## config.mk

```make
export PLATFORM = sky130hd
export DESIGN_NAME = dag_unit
export DESIGN_NICKNAME = d
export VERILOG_FILES = /design/src/rtl/dag_pkg.sv /design/src/rtl/dag_regfile.sv /design/src/rtl/dag_addr_adder.sv /design/src/rtl/dag_step_unit.sv /design/src/rtl/dag_unit.sv
export SDC_FILE = /design/constraint.sdc
export NUM_CORES = 1
export LEC_CHECK = 0
export BUFFER_PORTS_ARGS = -buffer_cell sky130_fd_sc_hd__buf_2
export CAP_MARGIN = 5
export CORE_UTILIZATION = 30
export CTS_CLUSTER_DIAMETER = 40
export DETAILED_ROUTE_END_ITERATION = 12
export GPL_TIMING_DRIVEN = 1
export SLEW_MARGIN = 40
export SYNTH_ARGS = -nofsm -noshare
export SYNTH_HDL_FRONTEND = slang
export SYNTH_SLANG_ARGS = --single-unit
```

## constraint.sdc

```tcl
create_clock -name clk -period 5.45 [get_ports clk]
set_clock_uncertainty 0.15 [all_clocks]
set_input_delay 0.2725 -clock clk [delete_from_list [all_inputs] [get_ports clk]]
set_output_delay 0.2725 -clock clk [all_outputs]
set_load 0.03 [all_outputs]
```

## src/rtl/dag_pkg.sv

```systemverilog
package dag_pkg;

    localparam int ADDR_W = 16;
    localparam int NUM_REGS = 8;

    typedef enum logic [1:0] {
        AM_DIRECT = 2'd0,
        AM_OFFSET = 2'd1,
        AM_INDEX  = 2'd2,
        AM_ALIAS  = 2'd3
    } amode_e;

    typedef enum logic [1:0] {
        UP_NONE  = 2'd0,
        UP_INC   = 2'd1,
        UP_DEC   = 2'd2,
        UP_SPARE = 2'd3
    } upd_e;

    function automatic logic [ADDR_W-1:0] wrap_sum(
        input logic [ADDR_W-1:0] a,
        input logic [ADDR_W-1:0] b,
        input logic              subtract
    );
        return subtract ? (a - b) : (a + b);
    endfunction

endpackage

```

## src/rtl/dag_regfile.sv

```systemverilog
module dag_regfile #(
    parameter int AW   = 16,
    parameter int NREG = 8,
    localparam int SW  = $clog2(NREG)
) (
    input  logic          clk,
    input  logic          rst,
    input  logic [SW-1:0] rd_a_sel,
    input  logic [SW-1:0] rd_b_sel,
    output logic [AW-1:0] rd_a,
    output logic [AW-1:0] rd_b,
    input  logic          upd_en,
    input  logic [SW-1:0] upd_sel,
    input  logic [AW-1:0] upd_val,
    input  logic          ld_en,
    input  logic [SW-1:0] ld_sel,
    input  logic [AW-1:0] ld_val
);

    logic [AW-1:0] regs [NREG];

    for (genvar g = 0; g < NREG; g++) begin : g_reg
        logic hit_ld;
        logic hit_upd;
        assign hit_ld  = ld_en  && (ld_sel  == SW'(g));
        assign hit_upd = upd_en && (upd_sel == SW'(g));

        always_ff @(posedge clk) begin
            if (rst) begin
                regs[g] <= '0;
            end else if (hit_ld) begin
                regs[g] <= ld_val;
            end else if (hit_upd) begin
                regs[g] <= upd_val;
            end
        end
    end

    assign rd_a = regs[rd_a_sel];
    assign rd_b = regs[rd_b_sel];

endmodule

```

## src/rtl/dag_addr_adder.sv

```systemverilog
module dag_addr_adder
    import dag_pkg::*;
#(
    parameter int AW = 16
) (
    input  amode_e        mode,
    input  logic [AW-1:0] base_val,
    input  logic [AW-1:0] index_val,
    input  logic [AW-1:0] disp,
    output logic [AW-1:0] addr
);

    logic [AW-1:0] operand;

    always_comb begin
        case (mode)
            AM_OFFSET: operand = disp;
            AM_INDEX:  operand = index_val;
            default:   operand = '0;
        endcase
        addr = base_val + operand;
    end

endmodule

```

## src/rtl/dag_step_unit.sv

```systemverilog
module dag_step_unit
    import dag_pkg::*;
#(
    parameter int AW = 16
) (
    input  logic          active,
    input  upd_e          upd,
    input  logic [AW-1:0] cur,
    input  logic [AW-1:0] step,
    output logic          wr_en,
    output logic [AW-1:0] wr_val
);

    always_comb begin
        wr_en  = active && ((upd == UP_INC) || (upd == UP_DEC));
        wr_val = (upd == UP_DEC) ? (cur - step) : (cur + step);
    end

endmodule

```

## src/rtl/dag_unit.sv

```systemverilog
module dag_unit
    import dag_pkg::*;
#(
    parameter int AW   = ADDR_W,
    parameter int NREG = NUM_REGS,
    localparam int SW  = $clog2(NREG)
) (
    input  logic          clk,
    input  logic          rst,
    input  logic          op_en,
    input  logic [1:0]    mode,
    input  logic [SW-1:0] base_sel,
    input  logic [SW-1:0] index_sel,
    input  logic [AW-1:0] offset,
    input  logic [AW-1:0] step,
    input  logic [1:0]    upd,
    input  logic          load_en,
    input  logic [SW-1:0] load_sel,
    input  logic [AW-1:0] load_data,
    output logic [AW-1:0] mem_addr,
    output logic          mem_addr_vld
);

    logic [AW-1:0] base_val;
    logic [AW-1:0] index_val;
    logic [AW-1:0] raw_addr;
    logic          upd_wr;
    logic [AW-1:0] upd_val;

    dag_regfile #(.AW(AW), .NREG(NREG)) i_file (
        .clk      (clk),
        .rst      (rst),
        .rd_a_sel (base_sel),
        .rd_b_sel (index_sel),
        .rd_a     (base_val),
        .rd_b     (index_val),
        .upd_en   (upd_wr),
        .upd_sel  (base_sel),
        .upd_val  (upd_val),
        .ld_en    (load_en),
        .ld_sel   (load_sel),
        .ld_val   (load_data)
    );

    dag_addr_adder #(.AW(AW)) i_adder (
        .mode      (amode_e'(mode)),
        .base_val  (base_val),
        .index_val (index_val),
        .disp      (offset),
        .addr      (raw_addr)
    );

    dag_step_unit #(.AW(AW)) i_step (
        .active (op_en),
        .upd    (upd_e'(upd)),
        .cur    (base_val),
        .step   (step),
        .wr_en  (upd_wr),
        .wr_val (upd_val)
    );

    assign mem_addr     = op_en ? raw_addr : '0;
    assign mem_addr_vld = op_en;

endmodule

```

Yosys cells after proc, flatten, opt, wreduce, memory -nomap -nowiden. Memories as Yosys holds them, arrays and structs flattened. Index checks and enable logic that the tools add are counted.

Memories: 1. Latch bits: 0. Memory bits (writable): 128. Output and inout bits: 17. Flip-flop bits (word level): 0. Word-level logic and storage cells: 135. Memory bits (read-only): 0. Input port bits: 65.

Bitwise logic cells: 16. Shift operators: 0. Multipliers: 0. Equality and inequality tests: 18. Div/mod/pow operators: 0. $lt $le $gt $ge: 0. Reduce and logical (&&, ||, !) cells: 20. Muxes and demuxes: 77. Add/subtract/negate cells: 3.

Memory list: i_file.regs (depth 8, width 16, read ports 2, clocked after memory_dff 0, write ports 8, line dag_regfile.sv:20) `logic [AW-1:0] regs [NREG];`.

Operators with widths (count): 16-bit 2-to-1 mux (18); 1-bit 2-to-1 mux (58); 16-bit adder (2); 16-bit case mux with 2 select lines (1); 3-bit == test (second input constant) (8); 1-bit logical AND (17); 1-bit bitwise OR (16); 16-bit subtractor (1); 3-bit by 2-bit == test with 1-bit output (second input constant) (4); 3-bit by 1-bit == test with 1-bit output (second input constant) (2); 3-bit zero test (2); 2-bit by 1-bit == test with 1-bit output (second input constant) (2); 2-bit == test (second input constant) (2); 1-bit logical OR (1).

Longest topological paths before layout. Gate-level depths: netlist of run 1.

Depth in word-level cells: 9. Depth in mapped cells: 16. Mapped depth without buffers: 15.

Hierarchy. From an unflattened synthesis of run 1, not the netlist that was laid out.

Cell total of the unflattened synthesis: 830. Area total of the unflattened synthesis: 9830.7 µm².

Modules (own cells, without submodules): dag_regfile (times used 1, sequential area each 3843.7 µm², area each 7606.0 µm², cells an instance 512); dag_step_unit (times used 1, sequential area each 0.0 µm², area each 1056.0 µm², cells an instance 152); dag_addr_adder (times used 1, sequential area each 0.0 µm², area each 1034.7 µm², cells an instance 148); dag_unit (times used 1, sequential area each 0.0 µm², area each 133.9 µm², cells an instance 18).

Worst setup path after synthesis of run 1. Ideal clock, no wire load.

Path kind: in2out. Start point: in index_sel[0]. End point: out mem_addr[12]. Arrival: 4.099 ns. Data required time: 5.028 ns. Stages: 16. Buffers on the path: 2. Slack: 0.928 ns. Path through: clkbuf_1 > buf_2 > mux4_2 > mux2_2 > a22oi_1 > nor2_1 > ha_1 > fa_1 > a21o_1 > a21oi_1 > nor2b_1 > o311a_1 > o22ai_1 > o21ai_0 > xnor2_1 > nor2_1.

Word-level cells in the longest chain between the ends: 4.

RTL lines: start: declaration (line dag_unit.sv:13) `input logic [SW-1:0] index_sel,`; memory 8 x 16 bit; 16-bit case mux with 2 select lines (line dag_addr_adder.sv:16) `case (mode)`; 16-bit adder (line dag_addr_adder.sv:21) `addr = base_val + operand;`; 16-bit 2-to-1 mux (line dag_unit.sv:62) `assign mem_addr = op_en ? raw_addr : '0;`; end: declaration (line dag_unit.sv:20) `output logic [AW-1:0] mem_addr,`.

No other way between the ends.

==> flow_summary_export.csv, run 1 <==
group,metric,value,unit
status,outcome,"finished, final reports clean",
clock_network,root_buffer,"clkbuf_16",
power_and_ir_drop,p_leak,4.07,nW
placed_design,dp.cells,1238,
clock_network,clock_sink_count,128,
die,die_x,178,um
synthesis,yosysWarnings,0,
global_route,grt_usage,20.1,%
synthesis,synth_top_family_by_area,"multiplexers",
sta,setup_tns,0,ps
power_and_ir_drop,ir_drop,163,uV
synthesis,synthCells,802,
sta,period_needed,4760,ps
worst_setup_path,crit_path_start_kind,"flip-flop",
synthesis,synth.avg_cell_area,11.7,um^2
layout,ff_latch_area,3840,um^2
power_and_ir_drop,p_per_area,293,nW/um^2
power_and_ir_drop,p_total,3.19,mW
die,core_area,30600,um^2
placed_design,place.gp.congestion,0.896,
sta,setup_viol,0,
run,drv_cap,0,
worst_setup_path,r2r_slack,1200,ps
layout,syn_to_final_growth,16.7,%
layout,drive_gt1_share,29.3,%
synthesis,synth-edff-count,128,
global_route,grt_pass1_wl,46500,um
synthesis,synth_xor_area_share,3.80,%
sta,rsz0062_at_grt,"false",
sta,fin_crit_sh,87.4,%
synthesis,yosys_register_bits,128,
clock_network,postCtsSetupBuffers,0,
die,ios,82,
route,wire_per_inst,24.5,um
synthesis,synth_seq_area_share,41.1,%
clock_network,cts_tree,"yes",
die,initial_core_util,30.5,%
worst_setup_path,end_kind,"output port",
route,via_count,7595,
sta,finalHoldViolCount,0,
route,viasPerCell,5.97,
global_route,grt-ovfl-total,0,
layout,largest_reg_flops,128,
synthesis,synth_mux_area_share,19.7,%
clock_network,clkTransAtPathRegs,60,ps
global_route,grt_pass1_vias,7445,
worst_setup_path,path_class,"reg2out",
clock_network,cts_max_level,4,
clock_network,cts_hold_buf,0,
worst_setup_path,required,5030,ps
route,drtPass1Iterations,5,
die,rows,64,
die,die-area,31900,um^2
synthesis,synth_nets,903,
clock_network,clk-insertion-delay-late,420,ps
route,routed_wl,31200,um
worst_hold_path,min_path_type,"in2reg",
layout,largest-register,"i_file.regs",
worst_setup_path,worstPathMaxFanout,4,
synthesis,ys_types,56,
route,ant_nets,0,
synthesis,synth_area,9340,um^2
synthesis,async_reset_ff_share,0,%
synthesis,yosys.area_share.simple,10.8,%
global_route,antenna_found_initial,4,
synthesis,ys.flop_type,"edfxtp_1",
layout,fillers,3023,
route,drc_errors,0,
layout,stdcell_count,1272,
placed_design,portBuffers,81,
layout,reg_top3,"i_file.regs (128)",
die,die_h,178,um
sta,maxSlewHeadroom,38.9,%
clock_network,clk_path_buf_depth,2,
layout,fin_nets,962,
sta,slew_violations,0,
worst_setup_path,arrival,4340,ps
layout,multi_input_area,5350,um^2
route,drtIter0Drc,871,
synthesis,synth_fa_ha_area_share,4.98,%
clock_network,cts-buffers-inserted,17,
global_route,grt_max_degree,29,
sta,tightest_slew,913,ps
synthesis,synth_compound_area_share,16.5,%
clock_network,cts_resized,0,
sta,max_freq,210,MHz
placed_design,dp_hpwl,21800,um
## stage by stage
| stage | cell area [um^2] | setup slack, ps | utilization [%] | hold slack [ps] |
|---|---|---|---|---|
| after global routing | 10900 | 442 | 35.6 | 121 |
| after floorplan | 9340 | 928 | - | 527 |
| after CTS | 10900 | 705 | 35.6 | 93.9 |
| after detailed placement | 10300 | 806 | 33.7 | 526 |
| final | 10900 | 689 | 35.7 | 111 |
| after global placement | 10200 | 871 | 33.2 | 509 |
## cell type report
class / count / share of cell area [%]
Antenna cell: 2 / 0.0459
Timing Repair Buffer: 99 / 5.24
Clock inverter: 12 / 1.31
Multi-Input combinational cell: 599 / 49.1
Sequential cell: 128 / 35.2
Tap cell: 396 / 4.54
Clock buffer: 20 / 4.00
Inverter: 16 / 0.551
## layout by cell type (no fill, tap or decap), types with 5 or more instances in the layout
master	netlist	routed
a21o_1	9	9
a21oi_1	32	32
a22o_1	80	80
a22oi_1	16	16
buf_2	7	81
buf_4	1	12
buf_6	0	5
clkbuf_16	0	17
clkinv_2	0	5
edfxtp_1	128	128
ha_1	34	34
inv_1	16	16
mux2_2	30	30
mux4_2	64	64
nand2_1	62	62
nand2b_1	9	9
nor2_1	66	62
nor2b_1	5	5
nor3_1	13	9
nor3_4	0	10
o21a_1	6	6
o21ai_0	57	57
o21bai_1	5	5
or3_1	15	7
or3_2	0	8
xnor2_1	25	22
xnor2_2	3	6
xor2_1	10	10
## path summary, 6_finish.rpt
kind	start	endpoint	depth (start not counted)
max	i_file.regs[6][0]	mem_addr[14]	15
min	load_data[1]	i_file.regs[4][1]	3
max reg2reg	i_file.regs[4][1]	i_file.regs[3][13]	12
min reg2reg	i_file.regs[2][0]	i_file.regs[3][0]	4
## synth_stat cells, drive strengths merged (5+ instances only)
master	n	area [um^2]
edfxtp	128	3840
a22o	80	701
nor2	66	248
mux4	64	1440
nand2	62	233
o21ai	58	290
ha	34	425
a21oi	32	160
clkbuf	30	113
mux2	30	338
buf	29	121
xnor2	28	268
nor3	19	125
a22oi	16	120
inv	16	60.1
or3	15	93.8
xor2	10	87.6
a21o	9	67.6
nand2b	9	56.3
o21a	6	45.0
mux2i	5	62.6
nor2b	5	31.3
o21bai	5	37.5
## kinds of logic after synthesis
group | count (synthesis)
mux | 99
buf+inv | 75
fa+ha+maj | 36
xor+xnor | 38
flops | 128
simple gates | 205
compound gates | 221
## routing by layer
metal | wire [um] | vias up | global-route usage (%)
li1 | - | 3283 | -
met1 | 12700 | 3717 | 27.8
met2 | 13700 | 509 | 30.4
met3 | 3810 | 82 | 4.77
met4 | 1060 | 4 | 7.45
met5 | 28 | - | 0
## power breakdown
part           switching [mW]  total, mW  leakage, nW  internal, mW
Clock                   0.418       1.13        0.281         0.713
Sequential             0.0300       1.18         1.34          1.15
Combinational           0.566      0.882         2.46         0.316
Total                    1.01       3.19         4.07          2.18
## worst max-delay path, cell delays in order, from the launching register on
cell,delay [ps]
edfxtp_1,400
mux4_2,490
mux2_2,320
a22oi_1,160
nor2_1,70
ha_1,230
fa_1,460
a21o_1,210
a21oi_1,230
nor2b_1,90
o311a_1,310
o22ai_1,340
o21ai_0,190
xnor2_1,150
nor2_1,80
buf_2,200
(Power assumes the default switching activity.)
==> run 2, diff against run 1 <==
BUFFER_PORTS_ARGS = -buffer_cell sky130_fd_sc_hd__buf_4   (was -buffer_cell sky130_fd_sc_hd__buf_2)
==> flow_summary_export.csv, run 2 (synthesis results as in run 1) <==
group,metric,value,unit
layout,reg_top3,"i_file.regs (128)",
power_and_ir_drop,p_per_area,288,nW/um^2
clock_network,cts_hold_buf,0,
global_route,grt_pass1_wl,44900,um
sta,finalHoldViolCount,0,
clock_network,clk-insertion-delay-late,420,ps
worst_setup_path,crit_path_start_kind,"flip-flop",
layout,drive_gt1_share,29.3,%
sta,worst_slack,731,ps
route,wire_per_inst,23.8,um
clock_network,cts_tree,"yes",
worst_hold_path,hold_path_startpoint,"load_data[1]",
sta,period_needed,4720,ps
die,die_x,178,um
die,rows,64,
worst_hold_path,min_path_type,"in2reg",
route,drc_errors,0,
sta,setup_viol,0,
worst_setup_path,worstPathMaxFanout,4,
run,drv_cap,0,
die,die-area,31900,um^2
power_and_ir_drop,p_seq_share,37.0,%
power_and_ir_drop,sw_frac_of_total,33.3,%
route,drtIter0Drc,1027,
worst_setup_path,arrival,4300,ps
sta,setup_tns,0,ps
clock_network,clkTransAtPathRegs,60,ps
placed_design,place.gp.congestion,0.882,
power_and_ir_drop,combPwrFrac,28.1,%
status,outcome,"finished, final reports clean",
clock_network,clock_sink_count,128,
die,die_h,178,um
layout,syn_to_final_growth,18.4,%
clock_network,cts_max_level,4,
global_route,grt_usage,19.3,%
layout,layout_common_cells,"edfxtp_1, buf_4, a22o_1",
power_and_ir_drop,switching_power,1.06,mW
sta,max_freq,212,MHz
clock_network,root_buffer,"clkbuf_16",
worst_setup_path,worst-r2r-cell-count,12,
route,viasPerCell,5.87,
clock_network,cts_resized,0,
power_and_ir_drop,p_int,2.13,mW
layout,fillers,2997,
power_and_ir_drop,ir_drop,194,uV
die,ios,82,
placed_design,portBuffers,81,
worst_hold_path,hold_path_depth,3,
worst_hold_path,holdPathEnd,"i_file.regs[4][1]",
worst_setup_path,r2r_start,"i_file.regs[7][1]",
power_and_ir_drop,pwr-share-clk,34.9,%
route,routed_wl,30200,um
worst_setup_path,timing.rr.end,"i_file.regs[2][13]",
worst_setup_path,path_class,"reg2out",
global_route,grt_pass1_vias,7244,
route,drtPass1Iterations,5,
route,via_count,7437,
layout,largest-register,"i_file.regs",
power_and_ir_drop,p_leak,4.10,nW
die,initial_core_util,30.5,%
global_route,grt_max_degree,31,
worst_setup_path,required,5030,ps
placed_design,dp_hpwl,21100,um
sta,fin_crit_sh,86.6,%
route,ant_nets,0,
clock_network,clk_path_buf_depth,2,
layout,largest_reg_flops,128,
global_route,grt-ovfl-total,0,
layout,fin_nets,957,
layout,final_common_cell,"edfxtp_1",
worst_setup_path,end_kind,"output port",
placed_design,dp_slack,834,ps
sta,maxSlewHeadroom,42.6,%
sta,rsz0062_at_grt,"false",
clock_network,postCtsSetupBuffers,0,
sta,slew_violations,0,
die,core_area,30600,um^2
worst_setup_path,r2r_slack,1320,ps
sta,tightest_slew,855,ps
global_route,antenna_found_initial,2,
clock_network,cts-buffers-inserted,17,
## run 2: area by class of cell
cell class / instances / area (um^2) / area share, %
clock inverter: 15 / 148 / 1.33
sequential: 128 / 3840 / 34.7
antenna: 1 / 2.50 / 0.0226
timing repair buffer: 94 / 732 / 6.61
tap: 396 / 495 / 4.48
multi-input combinational: 599 / 5360 / 48.4
inverter: 16 / 60.1 / 0.543
clock buffer: 17 / 425 / 3.84
## run 2: stage by stage
stage	cell area, um^2	std cells	hold slack [ps]	power (mW)	utilization [%]
after floorplan	9340	802	527	1.76	-
after detailed placement	10500	1233	471	2.07	34.2
after CTS	11000	1265	36.3	3.16	36.1
after global placement	10300	1227	467	2.06	33.7
final	11100	1266	38.5	3.19	36.2
after global routing	11100	1265	49.1	3.30	36.2
## run 2: metal layers
| metal | part of all wire (%) | global-route usage, % | wire length (um) | up-vias |
|---|---|---|---|---|
| li1 | - | - | - | 3266 |
| met1 | 44 | 28.0 | 13400 | 3725 |
| met2 | 44 | 29.0 | 13400 | 395 |
| met3 | 9.3 | 3.62 | 2820 | 49 |
| met4 | 2.0 | 5.79 | 597 | 2 |
| met5 | 0.043 | 0 | 13 | - |
## run 2: worst max-delay path, stage by stage, from the launching register on
cell and delay [ps]:
edfxtp_1 410, mux4_2 460, mux2_2 280, a22oi_1 140
nor2_1 60, ha_1 230, fa_1 460, a21o_1 200
a21oi_1 250, nor2b_1 90, o311a_1 320, o22ai_1 340
o21ai_0 190, xnor2_1 150, nor2_1 100, buf_4 170
## run 2: power by group through the flow
stage / Clock [mW] / Sequential (mW) / Combinational (mW)
3_5_place_dp: 0 / 1.20 / 0.867
5_1_grt: 1.16 / 1.18 / 0.960
4_1_cts: 1.11 / 1.18 / 0.872
2_1_floorplan: 0 / 1.18 / 0.580
3_3_place_gp: 0 / 1.20 / 0.862
6_report: 1.11 / 1.18 / 0.896
## run 2: worst max-delay path by stage
stage                                  from            to  slack (ps)  depth (start not counted)
after CTS                 i_file.regs[3][0]  mem_addr[14]         750                         15
final                     i_file.regs[6][0]  mem_addr[14]         730                         15
after global routing      i_file.regs[7][0]  mem_addr[14]         480                         15
after global placement         index_sel[0]  mem_addr[14]         900                         16
after floorplan                index_sel[0]  mem_addr[12]         930                         16
after detailed placement       index_sel[0]  mem_addr[14]         830                         16
==> run 3, diff against run 2 <==
CTS_BUF_LIST = sky130_fd_sc_hd__clkbuf_16   (was unset)
PLACE_DENSITY_LB_ADDON = 0.15   (was unset)
==> flow_summary_export.csv, run 3 (synthesis results as in run 1) <==
group,metric,value,unit
status,outcome,"finished, final reports clean",
worst_hold_path,min_path_type,"in2reg",
placed_design,place.gp.congestion,0.831,
route,drc_errors,0,
layout,largest-register,"i_file.regs",
sta,period_needed,4730,ps
clock_network,cts_hold_buf,0,
die,initial_core_util,30.5,%
run,drv_cap,0,
global_route,antenna_found_initial,0,
clock_network,clk_path_buf_depth,2,
worst_setup_path,cp.depth,15,
placed_design,portBuffers,81,
worst_setup_path,crit_chain,"mux4_2 -> mux2_2 -> a22oi_1 -> nor2_1 -> ha_1 -> fa_1 -> a21o_1 -> a21oi_1 -> nor2b_1 -> o311a_1 -> o22ai_1 -> o21ai_0 -> xnor2_1 -> nor2_1 -> buf_4",
worst_setup_path,critPathMaxStageDelay,460,ps
worst_setup_path,path_class,"reg2out",
sta,tightest_slew,899,ps
worst_setup_path,crit_path_start_kind,"flip-flop",
sta,maxSlewHeadroom,39.9,%
worst_setup_path,cp_num_buf_inv,1,
sta,setup_viol,0,
global_route,grt_pass1_vias,7265,
placed_design,dp_hpwl,22800,um
worst_hold_path,hold_path_depth,3,
sta,finalHoldViolCount,0,
sta,setup_tns,0,ps
clock_network,cts-buffers-inserted,17,
worst_setup_path,crit_family,"compound AO/OA/AOI/OAI gates",
route,via_count,7278,
worst_setup_path,path_common_cell,"nor2_1",
clock_network,clk-insertion-delay-late,420,ps
clock_network,cts_max_level,4,
clock_network,root_buffer,"clkbuf_16",
clock_network,cts_resized,0,
route,wire_per_inst,26.3,um
route,drtIter0Drc,832,
layout,drive_gt1_share,29.0,%
clock_network,cts_tree,"yes",
layout,largest_reg_flops,128,
clock_network,postCtsSetupBuffers,0,
die,core_area,30600,um^2
clock_network,clock_sink_count,128,
clock_network,clkTransAtPathRegs,60,ps
global_route,grt-ovfl-total,0,
die,die_x,178,um
worst_setup_path,worst-r2r-cell-count,12,
global_route,grt_max_degree,41,
power_and_ir_drop,ir_drop,203,uV
power_and_ir_drop,p_per_area,298,nW/um^2
layout,syn_to_final_growth,18.8,%
layout,layout_common_cells,"edfxtp_1, buf_4, a22o_1",
worst_setup_path,worstPathMaxFanout,4,
global_route,grt_pass1_wl,48600,um
layout,fillers,3025,
sta,max_freq,211,MHz
layout,reg_top3,"i_file.regs (128)",
die,die_h,178,um
die,rows,64,
worst_setup_path,arrival,4310,ps
sta,hold_slack,48.6,ps
sta,fin_crit_sh,86.8,%
layout,fin_nets,956,
layout,antennaDiodeCount,0,
route,drtPass1Iterations,5,
worst_setup_path,crit_slowest_cell,"fa_1",
route,ant_nets,0,
worst_setup_path,end_kind,"output port",
sta,rsz0062_at_grt,"false",
die,ios,82,
route,viasPerCell,5.76,
global_route,grt_usage,21.5,%
worst_setup_path,required,5030,ps
die,die-area,31900,um^2
layout,final_common_cell,"edfxtp_1",
route,routed_wl,33300,um
power_and_ir_drop,p_leak,4.11,nW
sta,slew_violations,0,
## run 3: changes by cell type in the layout (fill, tap and decap cells not counted), sizes merged
cell	before	now
clkinvlp	2	3
diode	1	0
buf	94	93
clkinv	3	6
inv	25	18
bufinv	1	4
## run 3: worst register-to-register path: cells and delay by family, from the launching register on
family,cells,cell delay [ps]
compound gates,5,1300
flops,1,410
fa+ha+maj,1,300
xor+xnor,1,470
mux,2,810
buf+inv,1,180
simple gates,2,330
## run 3: area by class of cell
cell class                      instances  area, um^2  area share (%)
Clock inverter                         15         191            1.72
Multi-Input combinational cell        599        5360            48.3
Timing Repair Buffer                   93         728            6.56
Tap cell                              396         495            4.46
Sequential cell                       128        3840            34.6
Inverter                               16        60.1           0.541
Clock buffer                           17         425            3.83
## run 3: metrics by stage
step | std cells | cell area, um^2 | power, mW | utilization, % | setup WS (ps)
after global routing | 1264 | 11100 | 3.42 | 36.3 | 491
final | 1264 | 11100 | 3.31 | 36.3 | 721
after CTS | 1263 | 11100 | 3.31 | 36.3 | 751
after floorplan | 802 | 9340 | 1.76 | - | 928
after global placement | 1225 | 10300 | 2.10 | 33.7 | 959
after detailed placement | 1231 | 10500 | 2.11 | 34.3 | 921
## run 3: power by group
group / internal, mW / switching, mW
clock: 0.762 / 0.449
sequential: 1.15 / 0.0311
combinational: 0.339 / 0.578
total: 2.25 / 1.06
## run 3: worst paths after layout
kind / start / slack, ps / to
setup reg to reg: i_file.regs[2][1] / 1380 / i_file.regs[5][15]
hold reg to reg: i_file.regs[5][13] / 1300 / i_file.regs[0][13]
setup / recovery: i_file.regs[3][0] / 720 / mem_addr[14]
hold / removal: load_data[2] / 50 / i_file.regs[2][2]
## run 3: metal layers
metal  up-vias  track usage [%]  share of wire (%)
met5         -                0                  0
met4         0             4.27               0.97
met3        27             3.50                6.2
met2       277             33.2                 45
met1      3706             31.5                 48
li1       3268                -                  -
